File: src/rtl/mdec_pkg.sv
package mdec_pkg;

    // Information bits per word, fixed by the line format.
    localparam int unsigned WORD_W = 16;

    typedef enum logic [1:0] {
        ST_HUNT,   // waiting for the first sync level to end
        ST_SYNC2,  // timing the second sync level
        ST_DATA    // sampling information and parity bits
    } rx_state_e;

    typedef struct packed {
        logic [WORD_W-1:0] data;
        logic              is_cmd;
        logic              manch_err;
        logic              parity_err;
    } word_rpt_t;

    // True when the vector holds an odd count of ones.
    function automatic logic odd_ones(input logic [WORD_W:0] v);
        return ^v;
    endfunction

endpackage

File: src/rtl/mdec_line_sync.sv
module mdec_line_sync (
    input  logic clk,
    input  logic rst,
    input  logic line_in,
    output logic lvl,
    output logic lvl_prev,
    output logic edge_seen
);
    logic [1:0] meta_q;
    logic       last_q;

    always_ff @(posedge clk) begin
        if (rst) begin
            meta_q <= '0;
            last_q <= 1'b0;
        end else begin
            meta_q <= {meta_q[0], line_in};
            last_q <= meta_q[1];
        end
    end

    assign lvl       = meta_q[1];
    assign lvl_prev  = last_q;
    assign edge_seen = meta_q[1] ^ last_q;
endmodule

File: src/rtl/mdec_run_timer.sv
module mdec_run_timer #(
    parameter int unsigned RUN_W   = 6,
    parameter int unsigned RUN_MAX = 33
) (
    input  logic             clk,
    input  logic             rst,
    input  logic             edge_seen,
    output logic [RUN_W-1:0] run
);
    localparam logic [RUN_W-1:0] SAT = RUN_W'(RUN_MAX);

    // Clocks since the last level change; on an edge cycle it holds the
    // length of the level that just ended.
    always_ff @(posedge clk) begin
        if (rst)
            run <= '0;
        else if (edge_seen)
            run <= RUN_W'(1);
        else if (run != SAT)
            run <= run + RUN_W'(1);
    end
endmodule

File: src/rtl/mdec_bit_engine.sv
module mdec_bit_engine
    import mdec_pkg::*;
#(
    parameter int unsigned OVERSAMPLE = 16,
    parameter int unsigned RUN_W      = 6
) (
    input  logic             clk,
    input  logic             rst,
    input  logic             lvl,
    input  logic             lvl_prev,
    input  logic             edge_seen,
    input  logic [RUN_W-1:0] run,
    output logic             rpt_valid,
    output word_rpt_t        rpt
);
    localparam int unsigned N        = OVERSAMPLE;
    localparam int unsigned HALF     = N / 2;
    localparam int unsigned QTR      = N / 4;
    localparam int unsigned QTR3     = (3 * N) / 4;
    localparam int unsigned SYNC_NOM = (3 * N) / 2;
    localparam int unsigned TOL      = N / 6;
    localparam int unsigned SYNC_LO  = SYNC_NOM - TOL;
    localparam int unsigned SYNC_HI  = SYNC_NOM + TOL;
    localparam int unsigned STUCK    = 2 * N;
    localparam int unsigned PH_W     = $clog2(SYNC_NOM + 1);
    localparam int unsigned BIT_W    = $clog2(WORD_W + 2);

    localparam logic [PH_W-1:0]  PH_Q     = PH_W'(QTR);
    localparam logic [PH_W-1:0]  PH_Q3    = PH_W'(QTR3);
    localparam logic [PH_W-1:0]  PH_ALIGN = PH_W'(HALF + 1);
    localparam logic [PH_W-1:0]  PH_WRAP  = PH_W'(N - 1);
    localparam logic [PH_W-1:0]  PH_S_END = PH_W'(SYNC_NOM - 1);
    localparam logic [PH_W-1:0]  PH_S_LO  = PH_W'(SYNC_LO);
    localparam logic [RUN_W-1:0] RUN_LO   = RUN_W'(SYNC_LO);
    localparam logic [RUN_W-1:0] RUN_HI   = RUN_W'(SYNC_HI);
    localparam logic [RUN_W-1:0] RUN_STK  = RUN_W'(STUCK);
    localparam logic [BIT_W-1:0] LAST_BIT = BIT_W'(WORD_W);

    rx_state_e         state_q;
    logic [PH_W-1:0]   ph_q;
    logic [BIT_W-1:0]  bit_q;
    logic              samp_a_q;
    logic              kind_q;
    logic [WORD_W-1:0] shreg_q;

    logic first_ok;
    logic in_window;
    logic halves_same;

    assign first_ok    = edge_seen && (run >= RUN_LO) && (run <= RUN_HI);
    assign in_window   = edge_seen && (ph_q > PH_Q) && (ph_q < PH_Q3);
    assign halves_same = (lvl == samp_a_q);

    always_ff @(posedge clk) begin
        if (rst) begin
            state_q   <= ST_HUNT;
            ph_q      <= '0;
            bit_q     <= '0;
            samp_a_q  <= 1'b0;
            kind_q    <= 1'b0;
            shreg_q   <= '0;
            rpt_valid <= 1'b0;
            rpt       <= '0;
        end else begin
            rpt_valid <= 1'b0;
            unique case (state_q)
                ST_HUNT: begin
                    if (first_ok) begin
                        state_q <= ST_SYNC2;
                        kind_q  <= lvl_prev;
                        ph_q    <= PH_W'(1);
                    end
                end
                ST_SYNC2: begin
                    if (edge_seen && (ph_q < PH_S_LO)) begin
                        state_q <= ST_HUNT;
                    end else if (ph_q == PH_S_END) begin
                        state_q <= ST_DATA;
                        ph_q    <= '0;
                        bit_q   <= '0;
                    end else begin
                        ph_q <= ph_q + PH_W'(1);
                    end
                end
                ST_DATA: begin
                    if (run > RUN_STK) begin
                        rpt_valid <= 1'b1;
                        rpt       <= '{data: shreg_q, is_cmd: kind_q,
                                       manch_err: 1'b1, parity_err: 1'b0};
                        state_q   <= ST_HUNT;
                    end else begin
                        if (in_window)
                            ph_q <= PH_ALIGN;
                        else if (ph_q == PH_WRAP)
                            ph_q <= '0;
                        else
                            ph_q <= ph_q + PH_W'(1);

                        if (ph_q == PH_Q)
                            samp_a_q <= lvl;

                        if (ph_q == PH_Q3) begin
                            if (halves_same) begin
                                rpt_valid <= 1'b1;
                                rpt       <= '{data: shreg_q, is_cmd: kind_q,
                                               manch_err: 1'b1, parity_err: 1'b0};
                                state_q   <= ST_HUNT;
                            end else if (bit_q == LAST_BIT) begin
                                rpt_valid <= 1'b1;
                                rpt       <= '{data: shreg_q, is_cmd: kind_q,
                                               manch_err: 1'b0,
                                               parity_err: !odd_ones({shreg_q, samp_a_q})};
                                state_q   <= ST_HUNT;
                            end else begin
                                shreg_q <= {shreg_q[WORD_W-2:0], samp_a_q};
                                bit_q   <= bit_q + BIT_W'(1);
                            end
                        end
                    end
                end
                default: state_q <= ST_HUNT;
            endcase
        end
    end
endmodule

File: src/rtl/mdec_word_rx.sv
module mdec_word_rx
    import mdec_pkg::*;
#(
    parameter int unsigned OVERSAMPLE = 16
) (
    input  logic              clk,
    input  logic              rst,
    input  logic              line_in,
    output logic              word_valid,
    output logic [WORD_W-1:0] word_data,
    output logic              word_is_cmd,
    output logic              manch_err,
    output logic              parity_err
);
    localparam int unsigned RUN_MAX = 2 * OVERSAMPLE + 1;
    localparam int unsigned RUN_W   = $clog2(RUN_MAX + 1);

    logic             lvl;
    logic             lvl_prev;
    logic             edge_seen;
    logic [RUN_W-1:0] run;
    logic             rpt_valid;
    word_rpt_t        rpt;

    mdec_line_sync i_line_sync (
        .clk       (clk),
        .rst       (rst),
        .line_in   (line_in),
        .lvl       (lvl),
        .lvl_prev  (lvl_prev),
        .edge_seen (edge_seen)
    );

    mdec_run_timer #(
        .RUN_W   (RUN_W),
        .RUN_MAX (RUN_MAX)
    ) i_run_timer (
        .clk       (clk),
        .rst       (rst),
        .edge_seen (edge_seen),
        .run       (run)
    );

    mdec_bit_engine #(
        .OVERSAMPLE (OVERSAMPLE),
        .RUN_W      (RUN_W)
    ) i_bit_engine (
        .clk       (clk),
        .rst       (rst),
        .lvl       (lvl),
        .lvl_prev  (lvl_prev),
        .edge_seen (edge_seen),
        .run       (run),
        .rpt_valid (rpt_valid),
        .rpt       (rpt)
    );

    assign word_valid  = rpt_valid;
    assign word_data   = rpt.data;
    assign word_is_cmd = rpt.is_cmd;
    assign manch_err   = rpt_valid & rpt.manch_err;
    assign parity_err  = rpt_valid & rpt.parity_err;
endmodule

File: config.mk
export PLATFORM = sky130hd
export DESIGN_NAME = mdec_word_rx
export DESIGN_NICKNAME = d
export VERILOG_FILES = /design/src/rtl/mdec_pkg.sv /design/src/rtl/mdec_line_sync.sv /design/src/rtl/mdec_run_timer.sv /design/src/rtl/mdec_bit_engine.sv /design/src/rtl/mdec_word_rx.sv
export SDC_FILE = /design/constraint.sdc
export NUM_CORES = 1
export LEC_CHECK = 0
export ABC_AREA = 1
export ABC_CLOCK_PERIOD_IN_PS = 1400
export BUFFER_PORTS_ARGS = -buffer_cell sky130_fd_sc_hd__buf_4
export CAP_MARGIN = 20
export CORE_MARGIN = 3
export CORE_UTILIZATION = 50
export DETAILED_ROUTE_END_ITERATION = 6
export PLACE_DENSITY = 0.82
export SYNTH_ARGS = -nofsm -noshare
export SYNTH_HDL_FRONTEND = slang
export SYNTH_SLANG_ARGS = --single-unit
export TNS_END_PERCENT = 5
File: constraint.sdc
create_clock -name clk -period 1.4 [get_ports clk]
set_input_delay 0.07 -clock clk [delete_from_list [all_inputs] [get_ports clk]]
set_output_delay 0.07 -clock clk [all_outputs]
set_load 0.02 [all_outputs]
Word level (Yosys, flattened, before mapping)
Cells that the tools add are included.

Logic and storage cells: 104. Register bits: 59. Output and inout port bits: 20.

Bitwise logic cells: 7. Magnitude comparators: 6. Reductions and logical operators: 22. Equal/unequal tests: 19. Multiplexer cells: 32. Add/sub/neg operators: 3.

Operators with widths (count): $mux W19 (4); $mux W5 (12); $reduce_xor A17 Y1 (1); $pmux W5 S3 (1); $mux W2 (7); $add A5 B1 Y5 const B (2); $eq A5 B4 Y1 const B (2); $eq A5 B5 Y1 const B (2); $pmux W5 S2 (1); $ne A2 B2 Y1 const B (4); $reduce_and A4 Y1 (2); $reduce_and A7 Y1 (1); $add A6 B1 Y6 const B (1); $ge A6 B5 Y1 const B (1); $gt A6 B6 Y1 const B (1); $le A6 B5 Y1 const B (1); $mux W1 (6); $ne A2 B1 Y1 const B (3); $ne A3 B1 Y1 const B (2); $ne A6 B6 Y1 const B (1); $pmux W2 S3 (1); $reduce_and A3 Y1 (2); $reduce_bool A2 Y1 (3); $reduce_bool A3 Y1 (2); 17 further kinds (26).

Depth between registers and ports, before layout
Word-level depth: 6. Gate-level depth with buffers: 12. Gate-level depth less buffers: 12.

Cells and area by module
A second synthesis with hierarchy kept.

Cells, all modules: 434. Area, all modules: 3050.4 um2.

Modules (own cells, without submodules): mdec_bit_engine (instances 1, area each 2638.8 um2, seq. area each 1001.0 um2, cells each 379); mdec_run_timer (instances 1, area each 299.0 um2, seq. area each 120.1 um2, cells each 38); mdec_line_sync (instances 1, area each 97.6 um2, seq. area each 60.1 um2, cells each 13); mdec_word_rx (instances 1, area each 15.0 um2, seq. area each 0.0 um2, cells each 4).

Worst setup path after synthesis
Ideal clock, no wire load.

Path kind: register to register. Start: reg i_bit_engine.ph_q[0]. End: reg i_bit_engine.rpt[2] (netlist name). Buffers on the path: 1. Arrival time: 1.381 ns. Required time: 1.284 ns. Stages on the path, launching flop included: 11. Path slack: -0.097 ns. Library setup time: 0.116 ns. Cells stage by stage: dfxtp_1 -> inv_1 -> ha_1 -> nand4_1 -> inv_1 -> nand2_1 -> nand2_1 -> nand2_2 -> buf_4 -> o21ai_0 -> nor2_1.

Cells in the longest elaborated chain, start to end: 3.

Ends and longest elaborated chain: start: declaration (RTL line mdec_bit_engine.sv:40) `logic [PH_W-1:0] ph_q;`; start signal: assignment (RTL line mdec_bit_engine.sv:82) `ph_q <= ph_q + PH_W'(1);`; start signal: assignment (RTL line mdec_bit_engine.sv:97) `ph_q <= ph_q + PH_W'(1);`; $eq A5 B4 Y1 (RTL line mdec_bit_engine.sv:102) `if (ph_q == PH_Q3) begin`; $reduce_bool A2 Y1 (no source line); $reduce_and A3 Y1 (no source line).

Every way passes these cells. A chain may end at the register's enable or synchronous reset.

Worst setup path after layout
Start: reg i_bit_engine.ph_q[0]. End: reg i_bit_engine.bit_q[3].

Cells in the longest elaborated chain, start to end: 4.

Ends and longest elaborated chain: $lt A5 B5 Y1 (RTL line mdec_bit_engine.sv:75) `if (edge_seen && (ph_q < PH_S_LO)) begin`; $logic_and A1 B1 Y1 (RTL line mdec_bit_engine.sv:75); $ne A2 B2 Y1 (no source line); $reduce_and A7 Y1 (no source line) *; end signal: assignment (RTL line mdec_bit_engine.sv:116) `bit_q <= bit_q + BIT_W'(1);`; end: declaration (RTL line mdec_bit_engine.sv:41) `logic [BIT_W-1:0] bit_q;`.

Mark *: on every way between the ends. The rest lies on a longest branch, timed or not.

==> results.py <==
metrics = {
    "synthesis": {
        "synth-main-ff-cell": "dfxtp_1",
        "syn_avg_cell_area_um2": 7.20,
        "post-synth-top-area-cell": "dfxtp_1",
        "mappedNetlistArea_um2": 3130,
        "postSynthCellCount": 435,
        "post_synth_num_cell_types": 34,
        "postSynthNetCount": 451,
        "ys_top_cells_by_area": "dfxtp_1 (38%), nand2_1 (11%), nor2_1 (6.8%)",
        "yosys_warnings": 0,
        "asyncSetResetFlopFracSynth_pct": 0,
        "ys_seq_area_share_pct": 37.7,
        "yosysTopAreaCellShare_pct": 37.7,
        "ys_seq_elements": 59,
        "synth_edf_count": 0,
    },
    "run_status": {
        "failed_checks": "setup timing",
        "outcome": "complete, but fails checks",
    },
    "sta": {
        "shortest_clock_period_the_worst_path_allows_after_layout_ns": 1.66,
        "tightest_slew_ns": 0.358,
        "fmaxAchievable_mhz": 603,
        "max_slew_margin_pct": 76.2,
        "final_clock_period_utilization_by_the_worst_path_pct": 119,
        "number_of_pins_exceeding_their_max_slew_limit_in_the_final_report": 0,
        "finalHoldViolations": 0,
        "setup_viol_count_final": 48,
        "rsz_0062_raised_after_global_routing": "yes",
        "timing.final.ws_setup_ns": -0.260,
        "clock_skew_ns": 0.00857,
        "tightest_hold_margin_ns": 0.0385,
    },
    "setup_path": {
        "crit_arrival_ns": 1.94,
        "worstPathRequired_ns": 1.68,
        "timing.rr.end": "i_bit_engine.bit_q[3]",
        "capturing_element_type_of_the_critical_path": "flop",
        "timing.reg2reg.worst_path_depth": 11,
        "critical_path.reg2reg.startpoint": "i_bit_engine.ph_q[0]",
        "timing.reg2reg.setup_slack_ns": -0.26,
        "critPathKind": "reg -> reg",
        "timing.critical_path.fanout_max": 7,
        "crit_path_start_kind": "flop",
    },
    "clocking": {
        "clock_latency_at_the_later_pin_of_the_worst_skew_pair_ns": 0.34,
        "cts_buffers": 9,
        "path_clk_slew_ns": 0.07,
        "tritoncts": "done",
        "cts.htree.levels": 3,
        "clock_tree.buffer_depth": 2,
        "cts.sink_count": 59,
        "clockRootBuffer": "clkbuf_8",
    },
    "grt": {
        "grt_pass1_vias": 2810,
        "initial_antenna_violation_count": 0,
        "grt_pass1_wl_mm": 11.5,
        "grt_max_degree": 41,
        "global_route.usage.total_pct": 19.3,
        "remaining_overflow_grt": 0,
    },
    "pwr": {
        "design_power_total_mw": 4.07,
        "worst_ir_drop_vdd_mv": 0.648,
        "static_leakage_power_nw": 1.76,
        "power.density_nw_per_um2": 1050,
    },
    "cells_and_area": {
        "area.growth.synth_to_final_pct": 23.7,
        "fill_cells": 487,
        "drive_above_1_share_pct": 26.7,
        "final_cells": 573,
        "antenna_cells_inserted": 0,
        "num-nets-final": 509,
    },
    "place": {
        "placedCellCount": 552,
        "globalplace.congestion": 0.942,
        "port_buffers": 22,
        "hpwl_mm": 4.65,
    },
    "routing": {
        "drt_pass1_iterations": 4,
        "routed-via-count": 2883,
        "routedWlPerCell_um": 12.1,
        "remaining_drc_errors": 0,
        "detail_route.vias_per_cell": 5.03,
        "route.final.wire_length_mm": 6.96,
        "ant_nets": 0,
        "drt_iter0_markers": 113,
    },
    "floorplanning": {
        "std_cell_rows": 28,
        "fp.dieW_um": 85.2,
        "floorplan.die.height_um": 85.2,
        "fp.dieArea_um2": 7250,
        "starting_density_of_the_core_pct": 52.3,
        "core_um2": 5990,
        "ioPinCount": 23,
    },
    "hold_path": {
        "min_path_cells": 2,
        "hp-class": "in -> reg",
        "hold_path_startpoint": "rst",
        "whs_endpoint": "i_bit_engine.bit_q[1]",
    },
    "run": {
        "max-cap-violations": 0,
    },
}
==> synth_stat cells, types with 2 or more instances <==
cell	count
nand2_1	89
dfxtp_1	59
nor2_1	57
inv_1	44
a21oi_1	32
o21ai_0	29
o21ai_1	19
buf_4	17
nand3_1	16
ha_1	13
xor2_1	10
clkbuf_1	6
nand4_1	6
xnor2_1	5
buf_6	4
inv_2	4
nand2_2	3
a211oi_1	2
nand3_2	2
nor3_1	2
o21ai_2	2
or2_2	2
==> critical path, cell delays in order (launching register included) <==
cell and delay, ns:
dfxtp_2 0.34, inv_2 0.08, ha_4 0.12, nand4_1 0.18
buf_4 0.20, o21ai_2 0.11, nand2_2 0.10, nor2_4 0.18
nand2_1 0.08, nand2_1 0.07, nand2_1 0.05, nor2_1 0.09
==> worst max-delay path by stage <==
stage                         start                     to  slack [ns]  depth (start not counted)
4_1_cts        i_bit_engine.ph_q[1]  i_bit_engine.bit_q[1]       -0.20                          9
2_1_floorplan  i_bit_engine.ph_q[0]   i_bit_engine.ph_q[4]       -0.03                         10
6_report       i_bit_engine.ph_q[0]  i_bit_engine.bit_q[3]       -0.26                         11
3_5_place_dp   i_bit_engine.ph_q[1]  i_bit_engine.bit_q[3]       -0.17                         10
5_1_grt        i_bit_engine.ph_q[0]  i_bit_engine.bit_q[3]       -0.40                         11
3_3_place_gp   i_bit_engine.ph_q[1]  i_bit_engine.bit_q[3]       -0.14                         10
==> flip-flops by register name (all words and copies together), names as in the netlist <==
name	flops
i_bit_engine.ph_q	5
i_run_timer.run	6
i_bit_engine.samp_a_q	1
i_bit_engine.kind_q	1
i_line_sync.meta_q	2
i_bit_engine.shreg_q	16
i_bit_engine.bit_q	5
i_line_sync.lvl_prev	1
i_bit_engine.rpt	19
i_bit_engine.state_q	2
i_bit_engine.rpt_valid	1
==> area by class of cell <==
| type | instances | area [µm²] | share of cell area [%] |
|---|---|---|---|
| repair buffers | 75 | 573 | 14.8 |
| multi-input cells | 299 | 1610 | 41.6 |
| well taps | 75 | 93.8 | 2.42 |
| clock buffers | 10 | 138 | 3.55 |
| flip-flops and latches | 59 | 1190 | 30.8 |
| inverters | 49 | 199 | 5.13 |
| clock inverters | 6 | 63.8 | 1.65 |
==> cells by family after synthesis <==
family	count (synthesis)	synth area share (%)
simple gates	184	25.8
buf+inv	77	12.3
compound gates	86	14.3
xor+xnor	16	4.71
flops	59	37.7
fa+ha+maj	13	5.19
==> report_power, final <==
group / switching, mW / internal (mW)
Sequential: 0.0567 / 1.74
Combinational: 0.369 / 0.324
Clock: 0.705 / 0.869
==> cells in the final DEF (no fill, tap or decap), types with 2 or more instances in the layout <==
| master | n |
|---|---|
| ha_1 | 10 |
| dfxtp_1 | 50 |
| inv_1 | 40 |
| inv_2 | 7 |
| nand2_1 | 86 |
| clkinvlp_4 | 2 |
| ha_2 | 2 |
| xnor2_1 | 5 |
| a21oi_2 | 2 |
| o21ai_1 | 32 |
| dfxtp_2 | 8 |
| o21ai_0 | 16 |
| clkinv_2 | 2 |
| buf_4 | 72 |
| xor2_1 | 10 |
| o21ai_2 | 2 |
| a21oi_1 | 31 |
| buf_6 | 2 |
| clkbuf_8 | 10 |
| nor2_1 | 55 |
| nor2_2 | 3 |
| nand2_2 | 5 |
| a211oi_1 | 2 |
| or2_2 | 2 |
| nor3_1 | 2 |
| nand3_1 | 16 |
| nand4_1 | 6 |
==> metal layers <==
| layer | wire (µm) | GRT usage, % | vias to the layer above |
|---|---|---|---|
| li1 | - | - | 1494 |
| met2 | 3700 | 35.7 | 63 |
| met3 | 315 | 5.44 | 7 |
| met4 | 62 | 8.06 | 0 |
| met5 | 0 | 0 | - |
| met1 | 2880 | 20.4 | 1319 |
==> per-stage QoR <==
stage / setup WS [ns] / instance area (µm²) / TNS [ns] / util, %
after detailed placement: -0.174 / 3570 / -4.48 / 59.6
after CTS: -0.203 / 3810 / -3.75 / 63.7
after global placement: -0.138 / 3570 / -3.06 / 59.6
after global routing: -0.400 / 3870 / -11.78 / 64.7
after floorplan: -0.0281 / 3160 / -0.151 / -
final: -0.260 / 3870 / -5.61 / 64.7
==> timing repair <==
item	in CTS	in global routing
resized for setup	20	14
hold endpoints to repair	1	0
pin swaps	4	7
endpoints found under the setup margin	50	53
hold buffers	1	0
setup buffers	0	4
Power figures use the tool's default switching activity.
